## src/rtl/wpc_pkg.sv

```systemverilog
package wpc_pkg;
   typedef enum logic [2:0] {
      ST_IDLE,
      ST_FIRST,
      ST_SECOND,
      ST_FILL,
      ST_DONE
   } wpc_state_e;
endpackage

```

## src/rtl/wpc_pred_table.sv

```systemverilog
module wpc_pred_table #(
   parameter int SETS  = 4,
   parameter int WAY_W = 2,
   localparam int SET_W = $clog2(SETS)
) (
   input  logic             clk,
   input  logic             rst_n,
   input  logic [SET_W-1:0] rd_set,
   output logic [WAY_W-1:0] rd_way,
   input  logic             wr_en,
   input  logic [SET_W-1:0] wr_set,
   input  logic [WAY_W-1:0] wr_way
);
   logic [WAY_W-1:0] guess_q [SETS];

   always_ff @(posedge clk) begin
      if (!rst_n) begin
         for (int s = 0; s < SETS; s++) guess_q[s] <= '0;
      end else if (wr_en) begin
         guess_q[wr_set] <= wr_way;
      end
   end

   assign rd_way = guess_q[rd_set];
endmodule

```

## src/rtl/wpc_lru_ages.sv

```systemverilog
module wpc_lru_ages #(
   parameter int SETS = 4,
   parameter int WAYS = 4,
   localparam int SET_W = $clog2(SETS),
   localparam int WAY_W = $clog2(WAYS)
) (
   input  logic             clk,
   input  logic             rst_n,
   input  logic [SET_W-1:0] set_idx,
   input  logic             touch_en,
   input  logic [WAY_W-1:0] touch_way,
   output logic [WAY_W-1:0] oldest_way
);
   logic [WAYS-1:0][WAY_W-1:0] age_q [SETS];
   logic [WAY_W-1:0] touched_age;

   assign touched_age = age_q[set_idx][touch_way];

   always_ff @(posedge clk) begin
      if (!rst_n) begin
         for (int s = 0; s < SETS; s++)
            for (int w = 0; w < WAYS; w++)
               age_q[s][w] <= WAY_W'(w);
      end else if (touch_en) begin
         for (int w = 0; w < WAYS; w++) begin
            if (WAY_W'(w) == touch_way)
               age_q[set_idx][w] <= '0;
            else if (age_q[set_idx][w] < touched_age)
               age_q[set_idx][w] <= age_q[set_idx][w] + 1'b1;
         end
      end
   end

   always_comb begin
      oldest_way = '0;
      for (int w = 0; w < WAYS; w++)
         if (age_q[set_idx][w] == WAY_W'(WAYS-1)) oldest_way = WAY_W'(w);
   end
endmodule

```

## src/rtl/wpc_way_match.sv

```systemverilog
module wpc_way_match #(
   parameter int WAYS  = 4,
   parameter int TAG_W = 8,
   localparam int WAY_W = $clog2(WAYS)
) (
   input  logic [WAYS-1:0][TAG_W-1:0] tags,
   input  logic [WAYS-1:0]            valid,
   input  logic [TAG_W-1:0]           lookup_tag,
   input  logic [WAYS-1:0]            enable,
   output logic [WAYS-1:0]            hit_vec,
   output logic                       hit_any,
   output logic [WAY_W-1:0]           hit_way
);
   for (genvar w = 0; w < WAYS; w++) begin : g_cmp
      assign hit_vec[w] = enable[w] & valid[w] & (tags[w] == lookup_tag);
   end

   assign hit_any = |hit_vec;

   always_comb begin
      hit_way = '0;
      for (int w = 0; w < WAYS; w++)
         if (hit_vec[w]) hit_way = WAY_W'(w);
   end
endmodule

```

## src/rtl/wpc_way_mux.sv

```systemverilog
module wpc_way_mux #(
   parameter int WAYS   = 4,
   parameter int LINE_W = 16
) (
   input  logic [WAYS-1:0][LINE_W-1:0] lines,
   input  logic [WAYS-1:0]             sel_oh,
   output logic [LINE_W-1:0]           line_out
);
   logic [WAYS-1:0][LINE_W-1:0] masked;

   for (genvar w = 0; w < WAYS; w++) begin : g_mask
      assign masked[w] = lines[w] & {LINE_W{sel_oh[w]}};
   end

   always_comb begin
      line_out = '0;
      for (int w = 0; w < WAYS; w++) line_out = line_out | masked[w];
   end
endmodule

```

## src/rtl/wpc_cache.sv

```systemverilog
module wpc_cache
   import wpc_pkg::*;
#(
   parameter int ADDR_W     = 12,
   parameter int DATA_W     = 8,
   parameter int SETS       = 4,
   parameter int WAYS       = 4,
   parameter int LINE_WORDS = 2,
   parameter int CNT_W      = 16
) (
   input  logic                                   clk,
   input  logic                                   rst_n,
   input  logic                                   req_valid,
   output logic                                   req_ready,
   input  logic [ADDR_W-1:0]                      req_addr,
   output logic                                   rsp_valid,
   output logic [DATA_W-1:0]                      rsp_data,
   output logic                                   rsp_hit,
   output logic                                   rsp_mispredict,
   output logic                                   mem_req_valid,
   output logic [ADDR_W-$clog2(LINE_WORDS)-1:0]   mem_req_addr,
   input  logic                                   mem_rsp_valid,
   input  logic [DATA_W*LINE_WORDS-1:0]           mem_rsp_line,
   output logic [WAYS-1:0]                        tag_rd_en,
   output logic [WAYS-1:0]                        data_rd_en,
   output logic [CNT_W-1:0]                       cnt_correct,
   output logic [CNT_W-1:0]                       cnt_mispred,
   output logic [CNT_W-1:0]                       cnt_miss
);
   localparam int OFF_W  = $clog2(LINE_WORDS);
   localparam int SET_W  = $clog2(SETS);
   localparam int WAY_W  = $clog2(WAYS);
   localparam int TAG_W  = ADDR_W - SET_W - OFF_W;
   localparam int LINE_W = DATA_W * LINE_WORDS;

   if (WAYS < 2 || (WAYS & (WAYS - 1)) != 0) begin : g_bad_ways
      $error("wpc_cache: WAYS must be a power of two, at least 2");
   end
   if (SETS < 2 || (SETS & (SETS - 1)) != 0) begin : g_bad_sets
      $error("wpc_cache: SETS must be a power of two, at least 2");
   end
   if (LINE_WORDS < 2 || (LINE_WORDS & (LINE_WORDS - 1)) != 0) begin : g_bad_line
      $error("wpc_cache: LINE_WORDS must be a power of two, at least 2");
   end
   if (TAG_W < 1) begin : g_bad_tag
      $error("wpc_cache: ADDR_W too small for SETS and LINE_WORDS");
   end

   wpc_state_e state_q;
   logic [ADDR_W-1:0] addr_q;
   logic [SET_W-1:0]  set_s;
   logic [TAG_W-1:0]  tag_s;
   logic [OFF_W-1:0]  off_s;

   logic [WAYS-1:0][TAG_W-1:0]  tag_q  [SETS];
   logic [WAYS-1:0][LINE_W-1:0] line_q [SETS];
   logic [WAYS-1:0]             vld_q  [SETS];

   logic [WAY_W-1:0] guess_way, lru_way, vic_way, hit_way, upd_way;
   logic [WAYS-1:0]  guess_oh, hit_vec, sel_oh;
   logic             hit_any, fill_we, upd_en, touch_en;
   logic [WAY_W-1:0] touch_way;
   logic [LINE_W-1:0] sel_line;

   assign set_s    = addr_q[OFF_W +: SET_W];
   assign tag_s    = addr_q[ADDR_W-1 -: TAG_W];
   assign off_s    = addr_q[OFF_W-1:0];
   assign guess_oh = WAYS'(1) << guess_way;

   // Array enables: the guessed way alone first, the rest on a wrong guess.
   always_comb begin
      tag_rd_en  = '0;
      data_rd_en = '0;
      case (state_q)
         ST_FIRST:  begin tag_rd_en = guess_oh;  data_rd_en = guess_oh;  end
         ST_SECOND: begin tag_rd_en = ~guess_oh; data_rd_en = ~guess_oh; end
         ST_DONE:   data_rd_en = guess_oh;
         default:   ;
      endcase
   end

   wpc_way_match #(.WAYS(WAYS), .TAG_W(TAG_W)) u_match (
      .tags(tag_q[set_s]), .valid(vld_q[set_s]), .lookup_tag(tag_s),
      .enable(tag_rd_en), .hit_vec(hit_vec), .hit_any(hit_any), .hit_way(hit_way)
   );

   assign sel_oh = (state_q == ST_DONE) ? guess_oh : hit_vec;

   wpc_way_mux #(.WAYS(WAYS), .LINE_W(LINE_W)) u_mux (
      .lines(line_q[set_s]), .sel_oh(sel_oh), .line_out(sel_line)
   );

   always_comb begin
      vic_way = lru_way;
      for (int w = WAYS - 1; w >= 0; w--)
         if (!vld_q[set_s][w]) vic_way = WAY_W'(w);
   end

   assign fill_we   = (state_q == ST_FILL) && mem_rsp_valid;
   assign upd_en    = ((state_q == ST_SECOND) && hit_any) || fill_we;
   assign upd_way   = fill_we ? vic_way : hit_way;
   assign touch_en  = (((state_q == ST_FIRST) || (state_q == ST_SECOND)) && hit_any) || fill_we;
   assign touch_way = upd_way;

   wpc_pred_table #(.SETS(SETS), .WAY_W(WAY_W)) u_pred (
      .clk(clk), .rst_n(rst_n), .rd_set(set_s), .rd_way(guess_way),
      .wr_en(upd_en), .wr_set(set_s), .wr_way(upd_way)
   );

   wpc_lru_ages #(.SETS(SETS), .WAYS(WAYS)) u_lru (
      .clk(clk), .rst_n(rst_n), .set_idx(set_s), .touch_en(touch_en),
      .touch_way(touch_way), .oldest_way(lru_way)
   );

   always_ff @(posedge clk) begin
      if (!rst_n) begin
         state_q     <= ST_IDLE;
         addr_q      <= '0;
         cnt_correct <= '0;
         cnt_mispred <= '0;
         cnt_miss    <= '0;
         for (int s = 0; s < SETS; s++) vld_q[s] <= '0;
      end else begin
         case (state_q)
            ST_IDLE: if (req_valid) begin
               addr_q  <= req_addr;
               state_q <= ST_FIRST;
            end
            ST_FIRST: begin
               if (hit_any) begin
                  cnt_correct <= cnt_correct + 1'b1;
                  state_q     <= ST_IDLE;
               end else begin
                  state_q <= ST_SECOND;
               end
            end
            ST_SECOND: begin
               if (hit_any) begin
                  cnt_mispred <= cnt_mispred + 1'b1;
                  state_q     <= ST_IDLE;
               end else begin
                  cnt_miss <= cnt_miss + 1'b1;
                  state_q  <= ST_FILL;
               end
            end
            ST_FILL: if (mem_rsp_valid) begin
               vld_q[set_s][vic_way] <= 1'b1;
               state_q               <= ST_DONE;
            end
            default: state_q <= ST_IDLE;
         endcase
      end
   end

   always_ff @(posedge clk) begin
      if (fill_we) begin
         tag_q[set_s][vic_way]  <= tag_s;
         line_q[set_s][vic_way] <= mem_rsp_line;
      end
   end

   assign req_ready      = (state_q == ST_IDLE);
   assign rsp_valid      = (((state_q == ST_FIRST) || (state_q == ST_SECOND)) && hit_any)
                           || (state_q == ST_DONE);
   assign rsp_hit        = rsp_valid && (state_q != ST_DONE);
   assign rsp_mispredict = rsp_valid && (state_q == ST_SECOND);
   assign rsp_data       = sel_line[off_s*DATA_W +: DATA_W];
   assign mem_req_valid  = (state_q == ST_FILL);
   assign mem_req_addr   = addr_q[ADDR_W-1:OFF_W];
endmodule

```

## config.mk

```make
export PLATFORM = sky130hd
export DESIGN_NAME = wpc_cache
export DESIGN_NICKNAME = d
export VERILOG_FILES = /design/src/rtl/wpc_pkg.sv /design/src/rtl/wpc_pred_table.sv /design/src/rtl/wpc_lru_ages.sv /design/src/rtl/wpc_way_match.sv /design/src/rtl/wpc_way_mux.sv /design/src/rtl/wpc_cache.sv
export SDC_FILE = /design/constraint.sdc
export NUM_CORES = 1
export LEC_CHECK = 0
export CAP_MARGIN = 5
export CORE_UTILIZATION = 54
export CTS_BUF_LIST = sky130_fd_sc_hd__clkbuf_16
export DETAILED_ROUTE_END_ITERATION = 10
export PLACE_DENSITY = 0.76
export SYNTH_ARGS = -nofsm -noshare
export SYNTH_HDL_FRONTEND = slang
export SYNTH_SLANG_ARGS = --single-unit
```

## constraint.sdc

```tcl
create_clock -name clk -period 3.9 [get_ports clk]
set_input_delay 0.585 -clock clk [delete_from_list [all_inputs] [get_ports clk]]
set_output_delay 0.585 -clock clk [all_outputs]
set_load 0.01 [all_outputs]
```

==> impl_results.html, run 1 <==
<table>
<tr><th>Metric</th><th>Value</th></tr>
<tr><th colspan="2">Setup path</th></tr>
<tr><td>Biggest fanout along the worst timing path</td><td>10</td></tr>
<tr><td>Required time of the worst setup path</td><td>3.31 ns</td></tr>
<tr><td>Maximum cell stage delay along the critical path</td><td>0.52 ns</td></tr>
<tr><td>Number of cells on the worst reg-to-reg path</td><td>18</td></tr>
<tr><td>Data arrival time of the critical path</td><td>3.69 ns</td></tr>
<tr><td>Critical path, cell by cell</td><td>buf_4, buf_6, buf_4, mux4_2, xnor2_2, nand4_1, or3_4, nor2_4, nor2_4, inv_4, buf_12, a222oi_1, and3_1, a31oi_2, buf_2</td></tr>
<tr><td>Sort of element at the end of the critical path</td><td>output port</td></tr>
<tr><td>Startpoint-to-endpoint class of the critical path</td><td>flip-flop to output port</td></tr>
<tr><td>CP startpoint kind</td><td>flip-flop</td></tr>
<tr><td>Critical-path cell with the highest stage delay</td><td>mux4_2</td></tr>
<tr><th colspan="2">Floorplanning</th></tr>
<tr><td>Initial core utilization</td><td>55.03%</td></tr>
<tr><td>Die Height</td><td>roughly 200 um</td></tr>
<tr><td>Core area</td><td>roughly 0.039 mm2</td></tr>
<tr><td>Area enclosed by the die boundary</td><td>0.04046 mm2</td></tr>
<tr><td>Standard-cell row count</td><td>72</td></tr>
<tr><td>IO Count</td><td>112</td></tr>
<tr><td>Width of the die</td><td>roughly 200 um</td></tr>
<tr><th colspan="2">Final layout</th></tr>
<tr><td>Ratio of cells with drive above 1 in the final layout</td><td>31.20%</td></tr>
<tr><td>Final design utilization</td><td>a little over two thirds</td></tr>
<tr><td>Most common library cell in the layout ignoring fill and taps</td><td>edfxtp_1</td></tr>
<tr><td>Highest-count cells in the layout ignoring fill and taps</td><td>edfxtp_1, buf_4, mux4_2</td></tr>
<tr><td>Design Area, Final</td><td>approximately 0.027 mm2</td></tr>
<tr><td>Flip-flop and latch area</td><td>0.01500 mm2</td></tr>
<tr><td>Net count, final</td><td>1639</td></tr>
<tr><td>FILL cells</td><td>2365</td></tr>
<tr><td>Area added between synthesis and finish</td><td>26.04%</td></tr>
<tr><td>Multi-input gate area in the final layout</td><td>0.006561 mm2</td></tr>
<tr><td>Count of placed standard cells in the final layout, fillers left out</td><td>2160</td></tr>
<tr><th colspan="2">Clocking</th></tr>
<tr><td>Clock transition time at the flip-flop clock pins of the worst setup and hold paths</td><td>about 0.060 ns</td></tr>
<tr><td>Number of hold buffers added after cts</td><td>0</td></tr>
<tr><td>Clock sinks</td><td>521</td></tr>
<tr><td>TritonCTS Buffers</td><td>50</td></tr>
<tr><td>Number of levels in the clock H-tree</td><td>2</td></tr>
<tr><td>CTS Buffer Depth</td><td>3</td></tr>
<tr><td>Clock latency of the later-clocked register in the worst-skew pair</td><td>0.61 ns</td></tr>
<tr><td>Clock tree root buffer cell</td><td>clkbuf_16</td></tr>
<tr><td>CTS tree</td><td>yes</td></tr>
<tr><th colspan="2">Route</th></tr>
<tr><td>Number of remaining DRC errors</td><td>0</td></tr>
<tr><td>Number of violations reported at the end of detailed-routing iteration 0</td><td>1287</td></tr>
<tr><td>Antenna-violating nets left</td><td>0</td></tr>
<tr><td>Per-cell routed wire length</td><td>about 25 um</td></tr>
<tr><td>Routed via count</td><td>13215</td></tr>
<tr><td>Wire length after detailed routing</td><td>55.05 mm</td></tr>
<tr><td>Total iterations of the first detailed-routing run</td><td>8</td></tr>
<tr><td>Post-detailed-route via-to-cell ratio</td><td>between 6 and 7</td></tr>
<tr><th colspan="2">STA</th></tr>
<tr><td>Hold violation total from the final report</td><td>0</td></tr>
<tr><td>Share of the clock period used by the worst path after layout</td><td>109.5%</td></tr>
<tr><td>Worst setup margin</td><td>-0.3704 ns</td></tr>
<tr><td>Least-Margin Pin Slew</td><td>about 1.1 ns</td></tr>
<tr><td>Fin Setup TNS</td><td>-10.00 ns</td></tr>
<tr><td>Highest achievable clock rate</td><td>234.2 MHz</td></tr>
<tr><td>Number of failing setup endpoints in the final timing report</td><td>75</td></tr>
<tr><td>Clock Skew</td><td>0.03360 ns</td></tr>
<tr><td>Max transition margin</td><td>around 29%</td></tr>
<tr><td>RSZ-0062 raised after global routing</td><td>true</td></tr>
<tr><td>Final max-slew violation count</td><td>0</td></tr>
<tr><td>Shortest period the worst path allows</td><td>roughly 4.3 ns</td></tr>
<tr><th colspan="2">Worst hold path</th></tr>
<tr><td>Worst Hold Class</td><td>flip-flop to flip-flop</td></tr>
<tr><td>Number of cells on the worst hold path</td><td>2</td></tr>
<tr><th colspan="2">Global route</th></tr>
<tr><td>Initial antenna violation count</td><td>1</td></tr>
<tr><td>Overall overflow remaining after global route</td><td>0</td></tr>
<tr><td>Maximum number of pins on one net before global-route repair</td><td>38</td></tr>
<tr><td>Global-route wire length before repair</td><td>between 80 and 90 mm</td></tr>
<tr><td>Vias in the first global route</td><td>13367</td></tr>
<tr><td>GRT Resource Usage Total</td><td>27.06%</td></tr>
<tr><th colspan="2">Run status</th></tr>
<tr><td>Violations in the final reports</td><td>setup timing</td></tr>
<tr><td>Result of the run</td><td>finished with violations</td></tr>
<tr><th colspan="2">Placement</th></tr>
<tr><td>Instance area after placement</td><td>0.02426 mm2</td></tr>
<tr><td>Buffers on Ports</td><td>111</td></tr>
<tr><td>HPWL Detailed</td><td>~31 mm</td></tr>
<tr><td>Total instance count after detailed placement</td><td>2010</td></tr>
<tr><td>Final weighted congestion of routability-driven global placement</td><td>0.8762</td></tr>
<tr><th colspan="2">Job</th></tr>
<tr><td>Number of violations of the max-capacitance limit</td><td>0</td></tr>
<tr><th colspan="2">Synthesis</th></tr>
<tr><td>Flip-flop and latch count after synthesis</td><td>521</td></tr>
<tr><td>Syn_nets</td><td>1354</td></tr>
<tr><td>Sequential area share after synthesis</td><td>between 70% and 80%</td></tr>
<tr><td>Count of warnings emitted by yosys</td><td>0</td></tr>
<tr><td>Post-synthesis cell count</td><td>approximately 1300</td></tr>
<tr><td>Library cell occupying the most area in the post-synthesis netlist</td><td>edfxtp_1</td></tr>
<tr><td>Leading register cell type out of synthesis</td><td>edfxtp_1</td></tr>
<tr><td>Cell variety after synth</td><td>61</td></tr>
<tr><td>Post-Syn Area</td><td>0.02142 mm2</td></tr>
<tr><td>Post-Synthesis Mean Instance Area</td><td>16.27 um2</td></tr>
<tr><td>Top cell type's share of synthesized area</td><td>63.94%</td></tr>
<tr><td>Synth area leaders</td><td>edfxtp_1, mux4_2, dfxtp_1</td></tr>
<tr><td>Async set-or-reset flop fraction in the synthesized netlist</td><td>0%</td></tr>
<tr><td>Number of synthesized flops with an enable pin</td><td>456</td></tr>
<tr><th colspan="2">Power and ir drop</th></tr>
<tr><td>Maximum vdd ir drop</td><td>around 0.47 mV</td></tr>
<tr><td>Total Power</td><td>12270 uW</td></tr>
<tr><td>Static leakage power</td><td>0.008844 uW</td></tr>
<tr><td>Power per cell area</td><td>454.6 mW/mm2</td></tr>
</table>
## Yosys cell counts (all sizes together) (2+ instances only)
| cell | number |
|---|---|
| nor2 | 113 |
| nor3 | 17 |
| a31oi | 9 |
| or3 | 22 |
| nand4 | 23 |
| edfxtp | 456 |
| nor2b | 5 |
| mux4 | 108 |
| o211ai | 5 |
| nor4 | 7 |
| mux2 | 2 |
| clkbuf | 39 |
| maj3 | 2 |
| o21ai | 48 |
| o31a | 2 |
| nand3 | 23 |
| o2111ai | 2 |
| a2111o | 2 |
| xnor2 | 57 |
| a211o | 2 |
| ha | 6 |
| a21oi | 37 |
| a222oi | 16 |
| buf | 36 |
| nand2 | 99 |
| a21o | 3 |
| and3 | 14 |
| or2 | 5 |
| xor2 | 13 |
| inv | 24 |
| o21a | 2 |
| mux2i | 17 |
| a2111oi | 3 |
| nand2b | 9 |
| dfxtp | 65 |
| o31ai | 3 |
| and2 | 10 |
## report_power, final
group	total [uW]	leakage, uW	switching, uW	internal, uW
Sequential	6180	0.00469	57.7	6120
Combinational	1260	0.00332	655	605
Clock	4840	0.000840	2120	2720
## kinds of logic after synthesis
| group | count (synthesis) | share of synthesized area, % |
|---|---|---|
| AND/OR/NAND/NOR | 352 | 7.794 |
| AO/OA/AOI/OAI | 139 | 4.399 |
| adder cells (fa/ha/maj) | 8 | 0.4498 |
| flip-flops | 521 | 70.01 |
| buffers and inverters | 99 | 2.226 |
| multiplexers | 127 | 12.26 |
| XOR/XNOR | 70 | 2.863 |
## layout make-up
type / count / share of cell area, %
Sequential cell: 521 / 55.57
Antenna cell: 1 / 0.009270
Timing Repair Buffer: 307 / 11.30
Multi-Input combinational cell: 697 / 24.31
Clock buffer: 51 / 4.728
Inverter: 24 / 0.3523
Tap cell: 518 / 2.401
Clock inverter: 41 / 1.335
## worst max-delay path: cells and delay by family, from the launching register on
kind	cells	cell delay [ns]
compound gates	2	0.28
xor+xnor	1	0.15
buf+inv	6	0.80
flops	1	0.37
mux	1	0.52
simple gates	5	0.96
## state kept, by name, summed over array words and instances (netlist names), 12 cells and up, named ones only
signal and flops:
addr_q 12, cnt_correct 16, cnt_mispred 16, cnt_miss 16
line_q 256, tag_q 144, u_lru.age_q 32, vld_q 16
## what timing repair did
item	CTS	global route
endpoints found under the setup margin	86	96
cloned	4	1
setup buffers	32	28
pin swaps	22	52
resized for setup	109	89
## layer usage
layer / vias up / track usage [%] / routed length, um
met4: 0 / 11.50 / 1936
met1: 6722 / 34.61 / 20930
met5: - / 0 / 0
li1: 5687 / - / -
met2: 675 / 45.96 / 28010
met3: 131 / 4.535 / 4181
## final timing paths
| kind | slack (ns) | startpoint | endpoint |
|---|---|---|---|
| worst max register to register | -0.24 | flip-flop | u_lru.age_q[3][4] |
| worst min-delay path | 0.49 | cnt_correct[1] | cnt_correct[1] |
| worst min register to register | 0.49 | cnt_correct[1] | cnt_correct[1] |
| worst max-delay path | -0.37 | flip-flop | rsp_data[2] |
## per-stage QoR
stage | setup WS, ns | hold WS (ns)
finish | -0.3704 | 0.4944
global route | -0.4629 | 0.5042
CTS | -0.3459 | 0.4890
detailed placement | -0.3736 | 0.4801
floorplan | -0.1703 | 0.5012
global placement | -0.2483 | 0.4632
No activity file was read; power rests on OpenSTA's default activity.
==> run 2: changes to the inputs <==
--- a/config.mk
+++ b/config.mk
@@ -6,10 +6,10 @@
 export NUM_CORES = 1
 export LEC_CHECK = 0
 export CAP_MARGIN = 5
-export CORE_UTILIZATION = 54
+export CORE_UTILIZATION = 55
 export CTS_BUF_LIST = sky130_fd_sc_hd__clkbuf_16
 export DETAILED_ROUTE_END_ITERATION = 10
-export PLACE_DENSITY = 0.76
+export PLACE_DENSITY = 0.74
 export SYNTH_ARGS = -nofsm -noshare
 export SYNTH_HDL_FRONTEND = slang
 export SYNTH_SLANG_ARGS = --single-unit
==> constraint.sdc (replaced) <==
create_clock -name clk -period 4.65 [get_ports clk]
set_input_delay 0.6975 -clock clk [delete_from_list [all_inputs] [get_ports clk]]
set_output_delay 0.6975 -clock clk [all_outputs]
set_load 0.01 [all_outputs]
==> run 2 against run 1 <==
Against the previous run: the flow now finishes without violations; sequential power down 16%; hold slack worse by 0.0011 ns; die area fell by 1.8%; utilization fell by 2.7 points; critical path type unchanged; largest power group unchanged.
==> impl_results.html, run 2 (synthesis gave the netlist of run 1 again) <==
<table>
<tr><th>Metric</th><th>Value</th></tr>
<tr><th colspan="2">Setup path</th></tr>
<tr><td>Critical path, cell by cell</td><td>buf_4, mux4_2, nand2b_1, mux2i_2, a2111oi_4, a2111oi_4, nand2b_4, inv_2, clkdlybuf4s50_1</td></tr>
<tr><td>Most common cell type on the critical path</td><td>a2111oi_4</td></tr>
<tr><td>Biggest fanout along the worst timing path</td><td>7</td></tr>
<tr><td>Startpoint-to-endpoint class of the critical path</td><td>flip-flop to output port</td></tr>
<tr><td>Required time of the worst setup path</td><td>a little under 4 ns</td></tr>
<tr><td>Data arrival time of the critical path</td><td>~3.8 ns</td></tr>
<tr><td>Cell family contributing the most delay on the critical path</td><td>buffers and inverters</td></tr>
<tr><td>CP startpoint kind</td><td>flip-flop</td></tr>
<tr><td>Critical-path cell with the highest stage delay</td><td>a2111oi_4</td></tr>
<tr><td>Maximum cell stage delay along the critical path</td><td>0.62 ns</td></tr>
<tr><td>Number of buffer and inverter stages on the critical path</td><td>3</td></tr>
<tr><td>Sort of element at the end of the critical path</td><td>output port</td></tr>
<tr><th colspan="2">Global route</th></tr>
<tr><td>Overall overflow remaining after global route</td><td>0</td></tr>
<tr><td>Maximum number of pins on one net before global-route repair</td><td>57</td></tr>
<tr><td>GRT Resource Usage Total</td><td>26.11%</td></tr>
<tr><td>Vias in the first global route</td><td>12216</td></tr>
<tr><td>Global-route wire length before repair</td><td>74.92 mm</td></tr>
<tr><td>Initial antenna violation count</td><td>2</td></tr>
<tr><th colspan="2">Floorplanning</th></tr>
<tr><td>Initial core utilization</td><td>56.33%</td></tr>
<tr><td>IO Count</td><td>112</td></tr>
<tr><td>Area enclosed by the die boundary</td><td>around 0.04 mm2</td></tr>
<tr><td>Core area</td><td>0.03802 mm2</td></tr>
<tr><td>Die Height</td><td>roughly 200 um</td></tr>
<tr><td>Width of the die</td><td>roughly 200 um</td></tr>
<tr><td>Standard-cell row count</td><td>71</td></tr>
<tr><th colspan="2">STA</th></tr>
<tr><td>Highest achievable clock rate</td><td>221.8 MHz</td></tr>
<tr><td>Hold Worst Slack</td><td>a little under 0.5 ns</td></tr>
<tr><td>Fin Setup TNS</td><td>0 ns</td></tr>
<tr><td>Clock Skew</td><td>0.02363 ns</td></tr>
<tr><td>Number of failing setup endpoints in the final timing report</td><td>0</td></tr>
<tr><td>Shortest period the worst path allows</td><td>4.509 ns</td></tr>
<tr><td>Max transition margin</td><td>38.29%</td></tr>
<tr><td>Least-Margin Pin Slew</td><td>0.9256 ns</td></tr>
<tr><td>Final max-slew violation count</td><td>0</td></tr>
<tr><td>RSZ-0062 raised after global routing</td><td>true</td></tr>
<tr><td>Hold violation total from the final report</td><td>0</td></tr>
<tr><td>Share of the clock period used by the worst path after layout</td><td>96.97%</td></tr>
<tr><th colspan="2">Route</th></tr>
<tr><td>Number of violations reported at the end of detailed-routing iteration 0</td><td>between 1000 and 1500</td></tr>
<tr><td>Antenna-violating nets left</td><td>0</td></tr>
<tr><td>Total iterations of the first detailed-routing run</td><td>9</td></tr>
<tr><td>Post-detailed-route via-to-cell ratio</td><td>just over 6</td></tr>
<tr><td>Wire length after detailed routing</td><td>50.35 mm</td></tr>
<tr><td>Per-cell routed wire length</td><td>24.80 um</td></tr>
<tr><td>Number of remaining DRC errors</td><td>0</td></tr>
<tr><td>Routed via count</td><td>12559</td></tr>
<tr><th colspan="2">Power and ir drop</th></tr>
<tr><td>Power per cell area</td><td>around 400 mW/mm2</td></tr>
<tr><td>Maximum vdd ir drop</td><td>roughly 0.4 mV</td></tr>
<tr><td>Total Power</td><td>10170 uW</td></tr>
<tr><td>Static leakage power</td><td>0.008069 uW</td></tr>
<tr><th colspan="2">Final layout</th></tr>
<tr><td>Largest register by flop count</td><td>line_q</td></tr>
<tr><td>Final design utilization</td><td>66.63%</td></tr>
<tr><td>Flip-flop and latch area</td><td>0.01500 mm2</td></tr>
<tr><td>Max FFs per register</td><td>256</td></tr>
<tr><td>Net count, final</td><td>~1500</td></tr>
<tr><td>FILL cells</td><td>2584</td></tr>
<tr><td>Highest-count cells in the layout ignoring fill and taps</td><td>edfxtp_1, mux4_2, clkdlybuf4s50_1</td></tr>
<tr><td>Area added between synthesis and finish</td><td>18.28%</td></tr>
<tr><td>Multi-input gate area in the final layout</td><td>0.006121 mm2</td></tr>
<tr><td>Most common library cell in the layout ignoring fill and taps</td><td>edfxtp_1</td></tr>
<tr><td>Largest registers ranked by flip-flop count</td><td>line_q (256), tag_q (144), u_lru.age_q (32)</td></tr>
<tr><td>Ratio of cells with drive above 1 in the final layout</td><td>approximately a fifth</td></tr>
<tr><th colspan="2">Clocking</th></tr>
<tr><td>Clock transition time at the flip-flop clock pins of the worst setup and hold paths</td><td>0.06 ns</td></tr>
<tr><td>Clock sinks</td><td>between 500 and 600</td></tr>
<tr><td>CTS tree</td><td>yes</td></tr>
<tr><td>Clock tree root buffer cell</td><td>clkbuf_16</td></tr>
<tr><td>Clock latency of the later-clocked register in the worst-skew pair</td><td>0.61 ns</td></tr>
<tr><td>TritonCTS Buffers</td><td>51</td></tr>
<tr><td>CTS Buffer Depth</td><td>3</td></tr>
<tr><td>Number of levels in the clock H-tree</td><td>2</td></tr>
<tr><th colspan="2">Run status</th></tr>
<tr><td>Result of the run</td><td>finished clean</td></tr>
<tr><th colspan="2">Worst hold path</th></tr>
<tr><td>Worst Hold Class</td><td>flip-flop to flip-flop</td></tr>
<tr><th colspan="2">Placement</th></tr>
<tr><td>Buffers on Ports</td><td>~110</td></tr>
<tr><td>Final weighted congestion of routability-driven global placement</td><td>0.8908</td></tr>
<tr><td>HPWL Detailed</td><td>30.34 mm</td></tr>
<tr><th colspan="2">Job</th></tr>
<tr><td>Number of violations of the max-capacitance limit</td><td>0</td></tr>
</table>
==> run 2: cell count changes in the layout (fill, tap and decap cells not counted), sizes merged <==
cell	delta
clkinvlp	+3
clkdlybuf4s50	+3
bufbuf	+1
clkinv	-9
clkbuf	+2
o21a	-1
dlygate4sd2	+6
inv	+8
bufinv	+1
buf	-137
==> run 2: report_power, final <==
group | total, uW | switching [uW] | internal, uW | leakage, uW
clock network | 4110 | 1760 | 2350 | 0.000861
logic | 867 | 475 | 391 | 0.00252
registers | 5190 | 61.7 | 5130 | 0.00469
total | 10200 | 2300 | 7870 | 0.00807
==> run 2: metrics by stage <==
stage	cell area, um2	setup slack [ns]	cells
after floorplan	21420	0.3970	1316
after global placement	23370	0.2980	1918
after detailed placement	23370	0.2170	1918
after CTS	25230	0.02891	2022
after global routing	25330	-0.01811	2029
final	25330	0.1407	2030
==> run 2: routing by layer <==
metal,vias to the layer above,global-route usage [%],wire (um)
met5,-,0,13
met4,2,7.690,1231
met3,93,4.928,4381
met2,651,43.18,24890
met1,6362,35.52,19820
li1,5451,-,-
==> run 2: path summary, 6_finish.rpt <==
path | to | from | slack (ns) | depth (start not counted)
hold / removal | cnt_mispred[15] | cnt_mispred[15] | 0.49 | 2
setup / recovery | rsp_mispredict | flip-flop | 0.14 | 9
hold reg to reg | cnt_mispred[15] | cnt_mispred[15] | 0.49 | 2
setup reg to reg | u_lru.age_q[3][6] | flip-flop | 0.40 | 13
==> run 2: layout make-up <==
type / count / area share (%)
flip-flops and latches: 521 / 59.22
multi-input cells: 696 / 24.16
repair buffers: 182 / 7.127
clock buffers: 51 / 5.038
well taps: 511 / 2.524
clock inverters: 44 / 1.561
inverters: 24 / 0.3556
diodes: 1 / 0.009878
==> run 2: what timing repair did <==
action	in CTS	in global routing
gates cloned	2	0
pin swaps	3	4
hold buffers	0	0
gates resized for setup	26	14
buffers inserted	7	7
endpoints found under the setup margin	11	15
==> run 2: tightest hold or removal path, stage by stage (launching register included) <==
cell and delay (ns):
dfxtp_1 0.31, o21ai_0 0.07, a21oi_1 0.06
